[config.mk]
export PLATFORM = sky130hd
export DESIGN_NAME = fanbus_slave
export DESIGN_NICKNAME = d
export VERILOG_FILES = /design/src/rtl/fanbus_pkg.sv /design/src/rtl/fanbus_dp.sv /design/src/rtl/fanbus_ctrl.sv /design/src/rtl/fanbus_slave.sv
export SDC_FILE = /design/constraint.sdc
export NUM_CORES = 1
export LEC_CHECK = 0
export BUFFER_PORTS_ARGS = -buffer_cell sky130_fd_sc_hd__buf_4
export CAP_MARGIN = 20
export CORE_UTILIZATION = 50
export CTS_BUF_LIST = sky130_fd_sc_hd__clkbuf_16
export DETAILED_ROUTE_END_ITERATION = 6
export GPL_TIMING_DRIVEN = 0
export HOLD_SLACK_MARGIN = 0.05
export PLACE_DENSITY = 0.69
export SYNTH_ARGS = -nofsm -noshare
export SYNTH_HDL_FRONTEND = slang
export SYNTH_SLANG_ARGS = --single-unit
[constraint.sdc]
create_clock -name clk -period 3.72 [get_ports clk]
set_clock_uncertainty 0.2 [all_clocks]
set_input_delay 0.186 -clock clk [delete_from_list [all_inputs] [get_ports clk]]
set_output_delay 0.186 -clock clk [all_outputs]
set_load 0.01 [all_outputs]
[src/rtl/fanbus_pkg.sv]
package fanbus_pkg;
  localparam int BYTE_W = 8;
  localparam int CODE_W = BYTE_W - 2;

  typedef enum logic [2:0] {
    ST_IDLE,
    ST_ADDR,
    ST_ADDR_ACK,
    ST_CMD,
    ST_CMD_ACK,
    ST_TX,
    ST_TX_ACK
  } bus_state_t;

  typedef struct packed {
    logic shiftIn;
    logic ackOn;
    logic txLoad;
    logic txShift;
    logic busFree;
    logic commit;
  } ctrl_strb_t;
endpackage

[src/rtl/fanbus_dp.sv]
module fanbus_dp
  import fanbus_pkg::*;
#(
  parameter logic [6:0] DEV_ADDR    = 7'h74,
  parameter int         SYNC_STAGES = 2
) (
  input  logic              clk,
  input  logic              rstN,
  input  logic              sclIn,
  input  logic              sdaIn,
  input  logic              faultOc,
  input  logic              faultTherm,
  input  ctrl_strb_t        strb,
  output logic              sclRise,
  output logic              sclFall,
  output logic              startDet,
  output logic              stopDet,
  output logic              addrHit,
  output logic              rwBit,
  output logic              sdaPullLow,
  output logic [CODE_W-1:0] dacCode,
  output logic              boostEn,
  output logic              codeUpdate
);
  localparam int PIPE_W = SYNC_STAGES + 1;

  logic [PIPE_W-1:0] sclPipe, sdaPipe;
  logic sclNow, sclOld, sdaNow, sdaOld;
  logic [BYTE_W-1:0] rxShift, txReg, statusByte;

  always_ff @(posedge clk or negedge rstN) begin
    if (!rstN) begin
      sclPipe <= '1;
      sdaPipe <= '1;
    end else begin
      sclPipe <= {sclPipe[PIPE_W-2:0], sclIn};
      sdaPipe <= {sdaPipe[PIPE_W-2:0], sdaIn};
    end
  end

  assign sclNow   = sclPipe[SYNC_STAGES-1];
  assign sclOld   = sclPipe[SYNC_STAGES];
  assign sdaNow   = sdaPipe[SYNC_STAGES-1];
  assign sdaOld   = sdaPipe[SYNC_STAGES];
  assign sclRise  = sclNow & ~sclOld;
  assign sclFall  = ~sclNow & sclOld;
  assign startDet = sclNow & sclOld & sdaOld & ~sdaNow;
  assign stopDet  = sclNow & sclOld & ~sdaOld & sdaNow;

  assign addrHit    = (rxShift[BYTE_W-1:1] == DEV_ADDR);
  assign rwBit      = rxShift[0];
  assign statusByte = {faultOc, faultTherm, {CODE_W{1'b0}}};

  always_ff @(posedge clk or negedge rstN) begin
    if (!rstN) begin
      rxShift    <= '0;
      txReg      <= '0;
      sdaPullLow <= 1'b0;
      dacCode    <= '0;
      boostEn    <= 1'b0;
      codeUpdate <= 1'b0;
    end else begin
      codeUpdate <= strb.commit;
      if (strb.shiftIn) rxShift <= {rxShift[BYTE_W-2:0], sdaNow};
      if (strb.txLoad) begin
        txReg      <= statusByte;
        sdaPullLow <= ~statusByte[BYTE_W-1];
      end else if (strb.txShift) begin
        txReg      <= {txReg[BYTE_W-2:0], 1'b0};
        sdaPullLow <= ~txReg[BYTE_W-2];
      end else if (strb.ackOn) begin
        sdaPullLow <= 1'b1;
      end else if (strb.busFree) begin
        sdaPullLow <= 1'b0;
      end
      if (strb.commit) begin
        dacCode <= rxShift[CODE_W-1:0];
        boostEn <= rxShift[CODE_W];
      end
    end
  end


  oe_scl_low_chk: assert property (@(posedge clk) disable iff (!rstN)
    (sdaPullLow != $past(sdaPullLow)) |-> !$past(sclNow));


  drive_excl_chk: assert property (@(posedge clk) disable iff (!rstN)
    $onehot0({strb.ackOn, strb.txLoad, strb.txShift, strb.busFree}));


  code_hold_chk: assert property (@(posedge clk) disable iff (!rstN)
    !codeUpdate |-> ($stable(dacCode) && $stable(boostEn)));


  upd_pulse_chk: assert property (@(posedge clk) disable iff (!rstN)
    codeUpdate |=> !codeUpdate);
endmodule

[src/rtl/fanbus_ctrl.sv]
module fanbus_ctrl
  import fanbus_pkg::*;
(
  input  logic       clk,
  input  logic       rstN,
  input  logic       sclRise,
  input  logic       sclFall,
  input  logic       startDet,
  input  logic       stopDet,
  input  logic       addrHit,
  input  logic       rwBit,
  output ctrl_strb_t strb
);
  localparam int CNT_W = $clog2(BYTE_W + 1);
  localparam logic [CNT_W-1:0] FULL = CNT_W'(BYTE_W);

  bus_state_t state, stateNxt;
  logic [CNT_W-1:0] bitCnt, cntNxt;

  always_comb begin
    strb     = '0;
    stateNxt = state;
    cntNxt   = bitCnt;
    if (startDet) begin
      stateNxt     = ST_ADDR;
      cntNxt       = '0;
      strb.busFree = 1'b1;
    end else if (stopDet) begin
      stateNxt     = ST_IDLE;
      strb.busFree = 1'b1;
    end else begin
      unique case (state)
        ST_ADDR, ST_CMD: begin
          if (sclRise && bitCnt < FULL) begin
            strb.shiftIn = 1'b1;
            cntNxt       = bitCnt + 1'b1;
          end else if (sclFall && bitCnt == FULL) begin
            if (state == ST_ADDR && !addrHit) begin
              strb.busFree = 1'b1;
              stateNxt     = ST_IDLE;
            end else begin
              strb.ackOn = 1'b1;
              stateNxt   = (state == ST_ADDR) ? ST_ADDR_ACK : ST_CMD_ACK;
            end
          end
        end
        ST_ADDR_ACK: begin
          if (sclFall) begin
            cntNxt = '0;
            if (rwBit) begin
              strb.txLoad = 1'b1;
              stateNxt    = ST_TX;
            end else begin
              strb.busFree = 1'b1;
              stateNxt     = ST_CMD;
            end
          end
        end
        ST_CMD_ACK: begin
          if (sclFall) begin
            strb.commit  = 1'b1;
            strb.busFree = 1'b1;
            stateNxt     = ST_IDLE;
          end
        end
        ST_TX: begin
          if (sclRise) begin
            cntNxt = bitCnt + 1'b1;
          end else if (sclFall) begin
            if (bitCnt == FULL) begin
              strb.busFree = 1'b1;
              stateNxt     = ST_TX_ACK;
            end else begin
              strb.txShift = 1'b1;
            end
          end
        end
        ST_TX_ACK: begin
          if (sclFall) stateNxt = ST_IDLE;
        end
        default: stateNxt = ST_IDLE;
      endcase
    end
  end

  always_ff @(posedge clk or negedge rstN) begin
    if (!rstN) begin
      state  <= ST_IDLE;
      bitCnt <= '0;
    end else begin
      state  <= stateNxt;
      bitCnt <= cntNxt;
    end
  end


  restart_chk: assert property (@(posedge clk) disable iff (!rstN)
    startDet |=> (state == ST_ADDR && bitCnt == '0));


  commit_edge_chk: assert property (@(posedge clk) disable iff (!rstN)
    strb.commit |-> sclFall);


  idle_hold_chk: assert property (@(posedge clk) disable iff (!rstN)
    (state == ST_IDLE && !startDet) |=> (state == ST_IDLE));
endmodule

[src/rtl/fanbus_slave.sv]
module fanbus_slave
  import fanbus_pkg::*;
#(
  parameter logic [6:0] DEV_ADDR    = 7'h74,
  parameter int         SYNC_STAGES = 2
) (
  input  logic              clk,
  input  logic              rstN,
  input  logic              sclIn,
  input  logic              sdaIn,
  input  logic              faultOc,
  input  logic              faultTherm,
  output logic              sdaPullLow,
  output logic [CODE_W-1:0] dacCode,
  output logic              boostEn,
  output logic              codeUpdate
);
  ctrl_strb_t strb;
  logic sclRise, sclFall, startDet, stopDet, addrHit, rwBit;

  fanbus_ctrl u_ctrl (
    .clk(clk), .rstN(rstN), .sclRise(sclRise), .sclFall(sclFall),
    .startDet(startDet), .stopDet(stopDet), .addrHit(addrHit),
    .rwBit(rwBit), .strb(strb)
  );

  fanbus_dp #(.DEV_ADDR(DEV_ADDR), .SYNC_STAGES(SYNC_STAGES)) u_dp (
    .clk(clk), .rstN(rstN), .sclIn(sclIn), .sdaIn(sdaIn),
    .faultOc(faultOc), .faultTherm(faultTherm), .strb(strb),
    .sclRise(sclRise), .sclFall(sclFall), .startDet(startDet),
    .stopDet(stopDet), .addrHit(addrHit), .rwBit(rwBit),
    .sdaPullLow(sdaPullLow), .dacCode(dacCode), .boostEn(boostEn),
    .codeUpdate(codeUpdate)
  );
endmodule

==> results by group, run 1 <==
Worst setup path
  – Critical path depth: 4
  – Critical Path RT: 3.67 ns
  – Crit-path cells: buf_2 -> nand2b_4 -> nor4b_4 -> mux2_2
  – Worst r2r path cells: 4
  – Worst Path Arrival: 1.89 ns
  – Critical Path End: u_dp.rxShift[5]
  – R2R Setup Slk: 1.78 ns
  – Setup crit start: u_ctrl.state[2]
  – Worst Path Buf+Inv: 1
  – WS Path Type: flop to flop
  – Startpoint types: flop
  – Max stage delay on crit path: 0.50 ns
  – CP Max Fanout: 10
  – RR Startpoint: u_ctrl.state[2]
  – FF-to-FF End: u_dp.rxShift[5]
  – Critical-path cell with the highest stage delay: nor4b_4
  – Family with the most delay on the worst path: simple AND/OR/NAND/NOR gates
  – Critical path capture point type: flop

Routing
  – Vias/cell: 5.59
  – Antenna viol nets, final: 0
  – DR DRC count: 0
  – Via count: 962
  – Drt pass-1 iters: 4
  – Initial DRC Count: 27
  – DR WL/cell: 15.6 um
  – Final wirelength: 2.69 mm

Synth
  – Count of different cell masters after synthesis: 38
  – Compound-Gate Fraction of Synth Area: 8.63%
  – Largest family of logic cells by synthesized area: simple AND/OR/NAND/NOR gates
  – Synth Net Count: 123
  – Post-Synth Adder-Cell Area: 1.73%
  – Mapped cell area: 1450 um^2
  – Cell taking the most area after synthesis: dfrtp_1
  – Syn_area_per_cell: 12.6 um^2
  – Yosys warns: 0
  – Post-synthesis simple-gate area fraction: 16.2%
  – Mux contribution to synthesized area: 15.5%
  – XOR/XNOR Fraction of Synth Area: 0.604%
  – Top-area cell type share of the netlist area: 43.1%
  – Synth area leaders: dfrtp_1 43%, dfstp_2 11%, mux2_4 7.2%, mux2_2 6.2%, nand2_1 2.6%
  – Synth Instances: 115
  – Register bit total from synthesis: 31
  – Post-synthesis sequential area ratio: 54.0%

Global routing
  – Largest net degree at the start of global routing: 32
  – GR Util All Layers: 21.0%
  – Initial antenna violation count: 0
  – GR Overflow Total: 0
  – First-pass GRT wire length: 4.71 mm
  – Number of global-route vias before repair: 976

STA
  – Slew HR: 62.2%
  – Final period util: 52.1%
  – RSZ-0062 raised after global routing: false
  – Worst Hold Margin: 0.0729 ns
  – Maximum clock frequency: 516 MHz
  – Slew @ Worst Pin: 0.564 ns
  – Endpoints failing setup: 0
  – Total Neg Setup Slack: 0 ns
  – Slew Limit Fails: 0
  – Min cycle time layout: 1.94 ns
  – Final Hold Viols: 0

Finish
  – # fillers: 222
  – Antenna cells: 0
  – Multi-input gate area: 619 um^2
  – Share of cells above drive strength 1: 39.7%
  – Nets@finish: 148
  – Final core utilization: 65.2%
  – Storage cell area: 783 um^2
  – Area growth syn-to-layout: 24.0%

Placed design
  – Post-DP HPWL: 1.72 mm
  – RePlAce Congestion: 0.790
  – # port buffers: 14

Floorplanning
  – Die width: 55.9 um
  – Die area: 3120 um^2
  – # rows: 19
  – Core area: 2760 um^2
  – Starting Density: 52.6%
  – I/O pin total: 15
  – Die height: 55.9 um

Clock network
  – Max Root-Sink Buffers: 2
  – Reg clk slew, reported paths: 0.05 ns
  – Total CTS buffers: 5
  – Postcts setup bufs: 0
  – CTS tree: done
  – Worst-Skew Late Latency: 0.28 ns
  – Clock root cell: clkbuf_16
  – CTS H-tree depth: 2
  – Clk sinks: 31

Power
  – Peak supply drop: 399 uV
  – Power per cell area: 487 nW/um^2
  – Power Total: 876 uW
  – Leak pwr: 0.000897 uW

Min path
  – Hold Crit Class: input port to flop

Job
  – Max-Cap Viols: 0

Status
  – Outcome: finished clean
worst reg2reg max path, delay by kind of cell (launching register included):
family	cells	cell delay, ns
AND/OR/NAND/NOR	2	0.67
multiplexers	1	0.41
flip-flops	1	0.37
buffers and inverters	1	0.18
per-stage QoR:
step	cell area, um^2	instances	setup slack, ns
5_1_grt	1800	172	1.68
2_1_floorplan	1450	115	1.94
3_3_place_gp	1590	160	1.81
6_report	1800	172	1.78
3_5_place_dp	1590	160	1.80
4_1_cts	1800	172	1.78
placed cells by master (no fill, tap or decap), types with 3 or more instances in the layout:
master and count:
buf_4 15, dlygate4sd3_1 4, clkbuf_16 5, nor2_1 4, mux2_4 7, o21ai_0 4
nand3_1 3, nand2_1 10, inv_1 5, mux2_2 8, dfrtp_1 25, mux2i_1 3
dfstp_2 6, a31oi_1 3
cells by family (layout without fill, tap and decap cells):
family | after synthesis | in the layout
buffers and inverters | 9 | 35
AND/OR/NAND/NOR | 36 | 36
XOR/XNOR | 1 | 1
multiplexers | 18 | 18
adder cells (fa/ha/maj) | 2 | 2
flip-flops | 31 | 31
AO/OA/AOI/OAI | 18 | 18
what timing repair did:
action | CTS | global route
endpoints found under the hold margin | 34 | 0
hold buffers | 4 | 0
gates resized for setup | 0 | 0
per-layer routing:
layer  vias to the layer above  part of all wire [%]  routed length, um  global-route usage [%]
met1                       461                    45               1210                    26.6
met4                         0                   4.0                108                    14.3
met5                         -                     0                  0                       0
met2                        30                    47               1250                    29.6
met3                        10                   4.4                118                    8.14
li1                        461                     -                  -                       -
how the worst min path moves through the flow:
| stage | from | end | slack (ns) | depth (start not counted) |
|---|---|---|---|---|
| 2_1_floorplan | rstN | u_ctrl.bitCnt[0] | -0.31 | 0 |
| 3_3_place_gp | rstN | u_dp.dacCode[3] | -0.07 | 1 |
| 3_5_place_dp | rstN | u_dp.dacCode[1] | -0.06 | 1 |
| 4_1_cts | faultOc | u_dp.sdaPullLow | 0.07 | 3 |
| 5_1_grt | faultOc | u_dp.sdaPullLow | 0.1 | 3 |
| 6_report | faultOc | u_dp.sdaPullLow | 0.07 | 3 |
report_power, final:
group	switching, uW	internal [uW]	leakage, uW
clock network	139	311	0.0000812
logic	27.1	25.2	0.000407
registers	17.7	356	0.000409
total	184	693	0.000897
registers in the layout, indices dropped and copies added, names as in the netlist:
signal	flops
u_dp.rxShift	8
u_dp.dacCode	6
u_ctrl.bitCnt	4
u_ctrl.state	3
u_dp.sclPipe	3
u_dp.sdaPipe	3
u_dp.boostEn	1
u_dp.codeUpdate	1
u_dp.sdaPullLow	1
u_dp.txReg	1
final cells by class:
class / instances / area share (%)
timing repair buffer: 18 / 8.07
tap: 31 / 2.16
clock buffer: 5 / 6.96
buffer: 4 / 1.60
sequential: 31 / 43.6
clock inverter: 3 / 2.16
inverter: 5 / 1.04
multi-input combinational: 75 / 34.4
cells in the mapped netlist:
| cell | instances |
|---|---|
| o21ai_0 | 4 |
| a41oi_1 | 1 |
| nand2_1 | 10 |
| and3_2 | 1 |
| nor3_2 | 1 |
| dfstp_2 | 6 |
| buf_2 | 2 |
| a221o_1 | 1 |
| a21oi_1 | 2 |
| nand2b_1 | 2 |
| dfrtp_1 | 25 |
| buf_6 | 1 |
| nand4_1 | 1 |
| inv_1 | 5 |
| o22ai_1 | 2 |
| or2_2 | 2 |
| a22o_1 | 2 |
| mux2_2 | 8 |
| or3_1 | 1 |
| mux2_4 | 7 |
| nand2b_4 | 2 |
| nor2_1 | 4 |
| mux2i_1 | 3 |
| xor2_1 | 1 |
| o21bai_1 | 1 |
| nor4_1 | 2 |
| a21o_2 | 1 |
| nand4b_1 | 1 |
| nand3b_1 | 2 |
| ha_1 | 2 |
| nor4b_4 | 1 |
| buf_4 | 1 |
| nand3_1 | 3 |
| nor3b_1 | 1 |
| or3b_4 | 1 |
| o221a_2 | 1 |
| a31oi_1 | 3 |
| nor2b_1 | 1 |
No activity file was read; power rests on OpenSTA's default activity.
==> run 2, diff against run 1 <==
Clock period 3.72 ns to 1.9 ns, I/O delays scaled along.
==> results by group, run 2 (synthesized netlist as in run 1, its figures left out) <==
Finish
  – Share of cells above drive strength 1: 44.6%
  – Most frequent cells in the layout: 25 x dfrtp_1, 23 x buf_4, 9 x nand2_1
  – Largest Register: u_dp.rxShift
  – Layout Cells excl Fill: 179
  – Max reg flops: 8
  – Antenna cells: 0
  – Top flop regs: u_dp.rxShift x8, u_dp.dacCode x6, u_ctrl.bitCnt x4
  – Area growth syn-to-layout: 30.4%
  – Commonest non-fill, non-tap cell in the layout: dfrtp_1
  – Nets@finish: 155

Floorplanning
  – # rows: 19
  – Die area: 3120 um^2
  – Core area: 2760 um^2
  – Die height: 55.9 um
  – Starting Density: 52.6%
  – I/O pin total: 15
  – Die width: 55.9 um

Routing
  – Final wirelength: 2.82 mm
  – Drt pass-1 iters: 4
  – Via count: 1005
  – DR DRC count: 0
  – Vias/cell: 5.61
  – Antenna viol nets, final: 0
  – Initial DRC Count: 21
  – DR WL/cell: 15.7 um

Global routing
  – GR Util All Layers: 21.1%
  – Initial antenna violation count: 0
  – GR Overflow Total: 0
  – Number of global-route vias before repair: 980
  – First-pass GRT wire length: 4.73 mm
  – Largest net degree at the start of global routing: 32

Placed design
  – Post-DP HPWL: 1.72 mm
  – Placed Instances: 160
  – # port buffers: 14
  – RePlAce Congestion: 0.790

Worst setup path
  – Max stage delay on crit path: 0.40 ns
  – Family with the most delay on the worst path: simple AND/OR/NAND/NOR gates
  – WS Path Type: flop to flop
  – Startpoint types: flop
  – Critical Path RT: 1.86 ns
  – Critical-path cell with the highest stage delay: dfrtp_1
  – Worst Path Arrival: 1.83 ns
  – Critical path capture point type: flop
  – Crit-path cells: inv_1 -> ha_1 -> nand3b_1 -> o21ai_2 -> nor3_4 -> nor4_2 -> a221o_1
  – CP Max Fanout: 5
  – Worst Path Buf+Inv: 1

Clock network
  – Clk sinks: 31
  – Worst-Skew Late Latency: 0.27 ns
  – Clock root cell: clkbuf_16
  – Reg clk slew, reported paths: 0.05 ns
  – Total CTS buffers: 5
  – CTS tree: done
  – Max Root-Sink Buffers: 2
  – CTS H-tree depth: 2

STA
  – Worst Hold Margin: 0.0848 ns
  – Final Hold Viols: 0
  – Maximum clock frequency: 532 MHz
  – Slew @ Worst Pin: 0.428 ns
  – Slew HR: 71.2%
  – Slew Limit Fails: 0
  – Min cycle time layout: 1.88 ns
  – Total Neg Setup Slack: 0 ns
  – Final period util: 98.8%
  – RSZ-0062 raised after global routing: true
  – Endpoints failing setup: 0

Job
  – Max-Cap Viols: 0

Status
  – Outcome: finished clean

Power
  – Leak pwr: 0.000939 uW
  – Peak supply drop: 781 uV
  – Power per cell area: 916 nW/um^2

Min path
  – Hold Crit Class: input port to async pin
run 2: stage by stage:
step / utilization (%) / setup slack [ns] / cell area [um^2] / power [uW]
CTS: 65.8 / 0.0196 / 1820 / 1740
global placement: 57.8 / -0.0118 / 1590 / 826
global route: 68.6 / -0.0793 / 1890 / 1800
detailed placement: 57.8 / -0.0150 / 1590 / 837
floorplan: - / 0.116 / 1450 / 792
finish: 68.6 / 0.0220 / 1890 / 1730
run 2: timing repair:
| action | 4_1_cts | 5_1_grt |
|---|---|---|
| hold buffers | 5 | 0 |
| pin swaps | 1 | 4 |
| endpoints found under the setup margin | 8 | 18 |
| gates resized for setup | 0 | 11 |
| buffers inserted | 1 | 6 |
| hold endpoints to repair | 35 | 0 |
run 2: layout make-up:
| type | count | area (um^2) |
|---|---|---|
| Multi-Input combinational cell | 75 | 652 |
| Inverter | 5 | 18.8 |
| Sequential cell | 31 | 783 |
| Timing Repair Buffer | 26 | 208 |
| Clock inverter | 3 | 38.8 |
| Clock buffer | 5 | 125 |
| Tap cell | 31 | 38.8 |
| Fill cell | 211 | 867 |
| Buffer | 3 | 26.3 |
run 2: power breakdown:
group          total [uW]  leakage [uW]  switching [uW]  internal, uW
Clock                 880     0.0000812             271           610
Combinational         122      0.000449            59.6          62.1
Sequential            730      0.000409            33.1           697
Total                1730      0.000939             363          1370
run 2: path summary, 6_finish.rpt:
path / startpoint / endpoint / slack (ns) / depth (start not counted)
worst max-delay path: u_ctrl.bitCnt[0] / u_ctrl.state[2] / 0.02 / 7
worst min-delay path: rstN / u_dp.codeUpdate / 0.08 / 2
worst max register to register: u_ctrl.bitCnt[0] / u_ctrl.state[2] / 0.02 / 7
worst min register to register: u_dp.sdaPipe[0] / u_dp.sdaPipe[1] / 0.15 / 0
max in group asynchronous: rstN / u_dp.sclPipe[1] / 1.09 / 2
min in group clk: u_dp.sdaPipe[0] / u_dp.sdaPipe[1] / 0.15 / 0
run 2: routing by layer:
layer  share of wire, %  vias up  global-route usage, %
met5                  0        -                      0
met4                4.3        0                   15.0
met3                4.5       14                   8.37
met2                 47       26                   29.9
met1                 44      488                   26.3
li1                   -      477                      -
==> run 3, diff against run 2 <==
Settings changed: ABC_AREA set to 1.
==> results by group, run 3 <==
Finish
  – Nets@finish: 244
  – Largest Register: u_dp.rxShift
  – Max reg flops: 8
  – Layout Cells excl Fill: 281
  – Most frequent cells in the layout: 66 x nand2_1, 25 x dfrtp_1, 24 x inv_1, 24 x nor2_1, 20 x nand3_1
  – Storage cell area: 783 um^2
  – Antenna cells: 0
  – Share of cells above drive strength 1: 21.5%
  – Area growth syn-to-layout: 25.3%
  – Top flop regs: u_dp.rxShift x8, u_dp.dacCode x6, u_ctrl.bitCnt x4
  – Commonest non-fill, non-tap cell in the layout: nand2_1
  – Multi-input gate area: 726 um^2
  – # fillers: 266

Worst setup path
  – Family with the most delay on the worst path: flip-flops
  – Startpoint types: flop
  – Critical path capture point type: flop
  – Worst r2r path cells: 8
  – Crit-path cells: inv_2 -> nor2_4 -> inv_2 -> nor3_2 -> inv_1 -> buf_6 -> nand2_1 -> o21ai_2
  – RR Startpoint: u_dp.sclPipe[2]
  – WS Path Type: flop to flop
  – Max stage delay on crit path: 0.57 ns
  – CP Max Fanout: 10
  – CP most frequent cell: inv_2
  – Worst Path Arrival: 1.73 ns
  – FF-to-FF End: u_dp.dacCode[5]
  – Critical Path RT: 1.86 ns
  – R2R Setup Slk: 0.13 ns
  – Worst Path Buf+Inv: 4
  – Critical-path cell with the highest stage delay: dfstp_2

Placed design
  – Placed Instances: 267
  – Post-DP HPWL: 2.32 mm
  – # port buffers: 14
  – RePlAce Congestion: 0.885

Power
  – Power per cell area: 949 nW/um^2
  – Power Total: 1940 uW
  – Leak pwr: 0.000993 uW
  – Peak supply drop: 823 uV

Synth
  – Yosys warns: 0
  – Mapped cell area: 1630 um^2
  – Register bit total from synthesis: 31
  – Post-synthesis sequential area ratio: 48.1%
  – Commonest cells post-synth: 66 x nand2_1, 25 x dfrtp_1, 25 x nor2_1, 24 x inv_1, 20 x nand3_1
  – Ys flop type: dfrtp_1
  – Cell taking the most area after synthesis: dfrtp_1
  – Syn_area_per_cell: 7.79 um^2
  – Cell with the most instances after synthesis: nand2_1
  – Synth area leaders: dfrtp_1 38%, nand2_1 15%, dfstp_2 9.7%, nand3_1 6.1%, nor2_1 5.8%
  – Top-area cell type share of the netlist area: 38.4%
  – Synth Net Count: 217
  – Async S/R FF share, synth: 100%
  – Count of different cell masters after synthesis: 26
  – Synth Instances: 209
  – Post-synth EDFFs: 0

Global routing
  – GR Overflow Total: 0
  – Number of global-route vias before repair: 1340
  – Initial antenna violation count: 0
  – GR Util All Layers: 21.9%
  – First-pass GRT wire length: 5.62 mm
  – Largest net degree at the start of global routing: 32

Clock network
  – Max Root-Sink Buffers: 2
  – Clk sinks: 31
  – CTS tree: done
  – Clock root cell: clkbuf_16
  – Worst-Skew Late Latency: 0.27 ns
  – Reg clk slew, reported paths: 0.05 ns
  – Total CTS buffers: 5
  – CTS H-tree depth: 2

Status
  – Outcome: finished clean

Floorplanning
  – Starting Density: 52.9%
  – Die area: 3490 um^2
  – # rows: 20
  – Die width: 59.1 um
  – I/O pin total: 15
  – Core area: 3080 um^2
  – Die height: 59.1 um

STA
  – Final Hold Viols: 0
  – Slew HR: 75.2%
  – Final period util: 93.3%
  – Min cycle time layout: 1.77 ns
  – Worst Hold Margin: 0.0907 ns
  – RSZ-0062 raised after global routing: false
  – Slew Limit Fails: 0
  – Maximum clock frequency: 564 MHz
  – Endpoints failing setup: 0
  – Total Neg Setup Slack: 0 ns
  – Slew @ Worst Pin: 0.372 ns

Routing
  – DR WL/cell: 11.3 um
  – Initial DRC Count: 84
  – DR DRC count: 0
  – Via count: 1385
  – Final wirelength: 3.18 mm
  – Vias/cell: 4.93
  – Antenna viol nets, final: 0
  – Drt pass-1 iters: 5

Job
  – Max-Cap Viols: 0

Min path
  – Hold Crit Class: input port to async pin
[run 3: cell types whose count changed after synthesis, sizes merged, moves of 3 or more]
cell / change
a31oi: -3
inv: +22
mux2: -15
mux2i: -3
nand2: +59
nand2b: -4
nand3: +18
nor2: +23
o21ai: +14
[run 3: worst max-delay path by stage]
stage                                start              end  slack (ns)  cells after the start
after floorplan            u_dp.sclPipe[2]  u_dp.dacCode[4]        0.31                      8
after global placement    u_ctrl.bitCnt[0]  u_ctrl.state[0]        0.14                     11
after detailed placement  u_ctrl.bitCnt[0]  u_ctrl.state[2]        0.10                     11
after CTS                 u_ctrl.bitCnt[0]  u_ctrl.state[2]        0.08                     11
after global routing      u_ctrl.bitCnt[0]  u_ctrl.state[1]      0.0004                     11
final                      u_dp.sclPipe[2]  u_dp.dacCode[5]        0.13                      8
[run 3: repair_timing]
action	4_1_cts	5_1_grt
hold buffers	5	0
endpoints found under the setup margin	0	4
hold endpoints to repair	35	0
resized for setup	0	1
setup buffers	0	1
[run 3: layout make-up]
type,instances,share of cell area [%]
Tap cell,44,2.70
Sequential cell,31,38.4
Timing Repair Buffer,20,7.97
Clock buffer,5,6.13
Inverter,27,4.96
Buffer,3,1.04
Clock inverter,3,3.31
Multi-Input combinational cell,148,35.5
[run 3: metrics by stage]
step | instance area, um^2 | util [%] | setup WS (ns)
CTS | 2030 | 66.0 | 0.0845
global route | 2040 | 66.3 | 0.000359
global placement | 1790 | 58.1 | 0.138
floorplan | 1630 | - | 0.315
finish | 2040 | 66.3 | 0.128
detailed placement | 1790 | 58.1 | 0.102
[run 3: power breakdown]
| group | total, uW | switching [uW] | internal, uW |
|---|---|---|---|
| registers | 748 | 48.1 | 700 |
| logic | 166 | 95.2 | 70.4 |
| clock network | 1020 | 274 | 750 |
| total | 1940 | 417 | 1520 |
[run 3: cells by family (layout without fill, tap and decap cells)]
logic type | after synthesis | after routing | share of synthesized area, %
AOI/OAI and AO/OA | 22 | 22 | 8.45
adders and majority gates | 2 | 2 | 1.54
buffers and inverters | 30 | 58 | 7.53
DFF | 31 | 31 | 48.1
and+or+nand+nor | 124 | 124 | 34.4
[run 3: layer usage]
layer	GRT usage [%]	vias up	share of wire, %
met5	0	-	0
met4	8.16	0	1.4
met3	6.55	5	5.1
met2	36.2	40	48
met1	27.1	630	46
li1	-	710	-
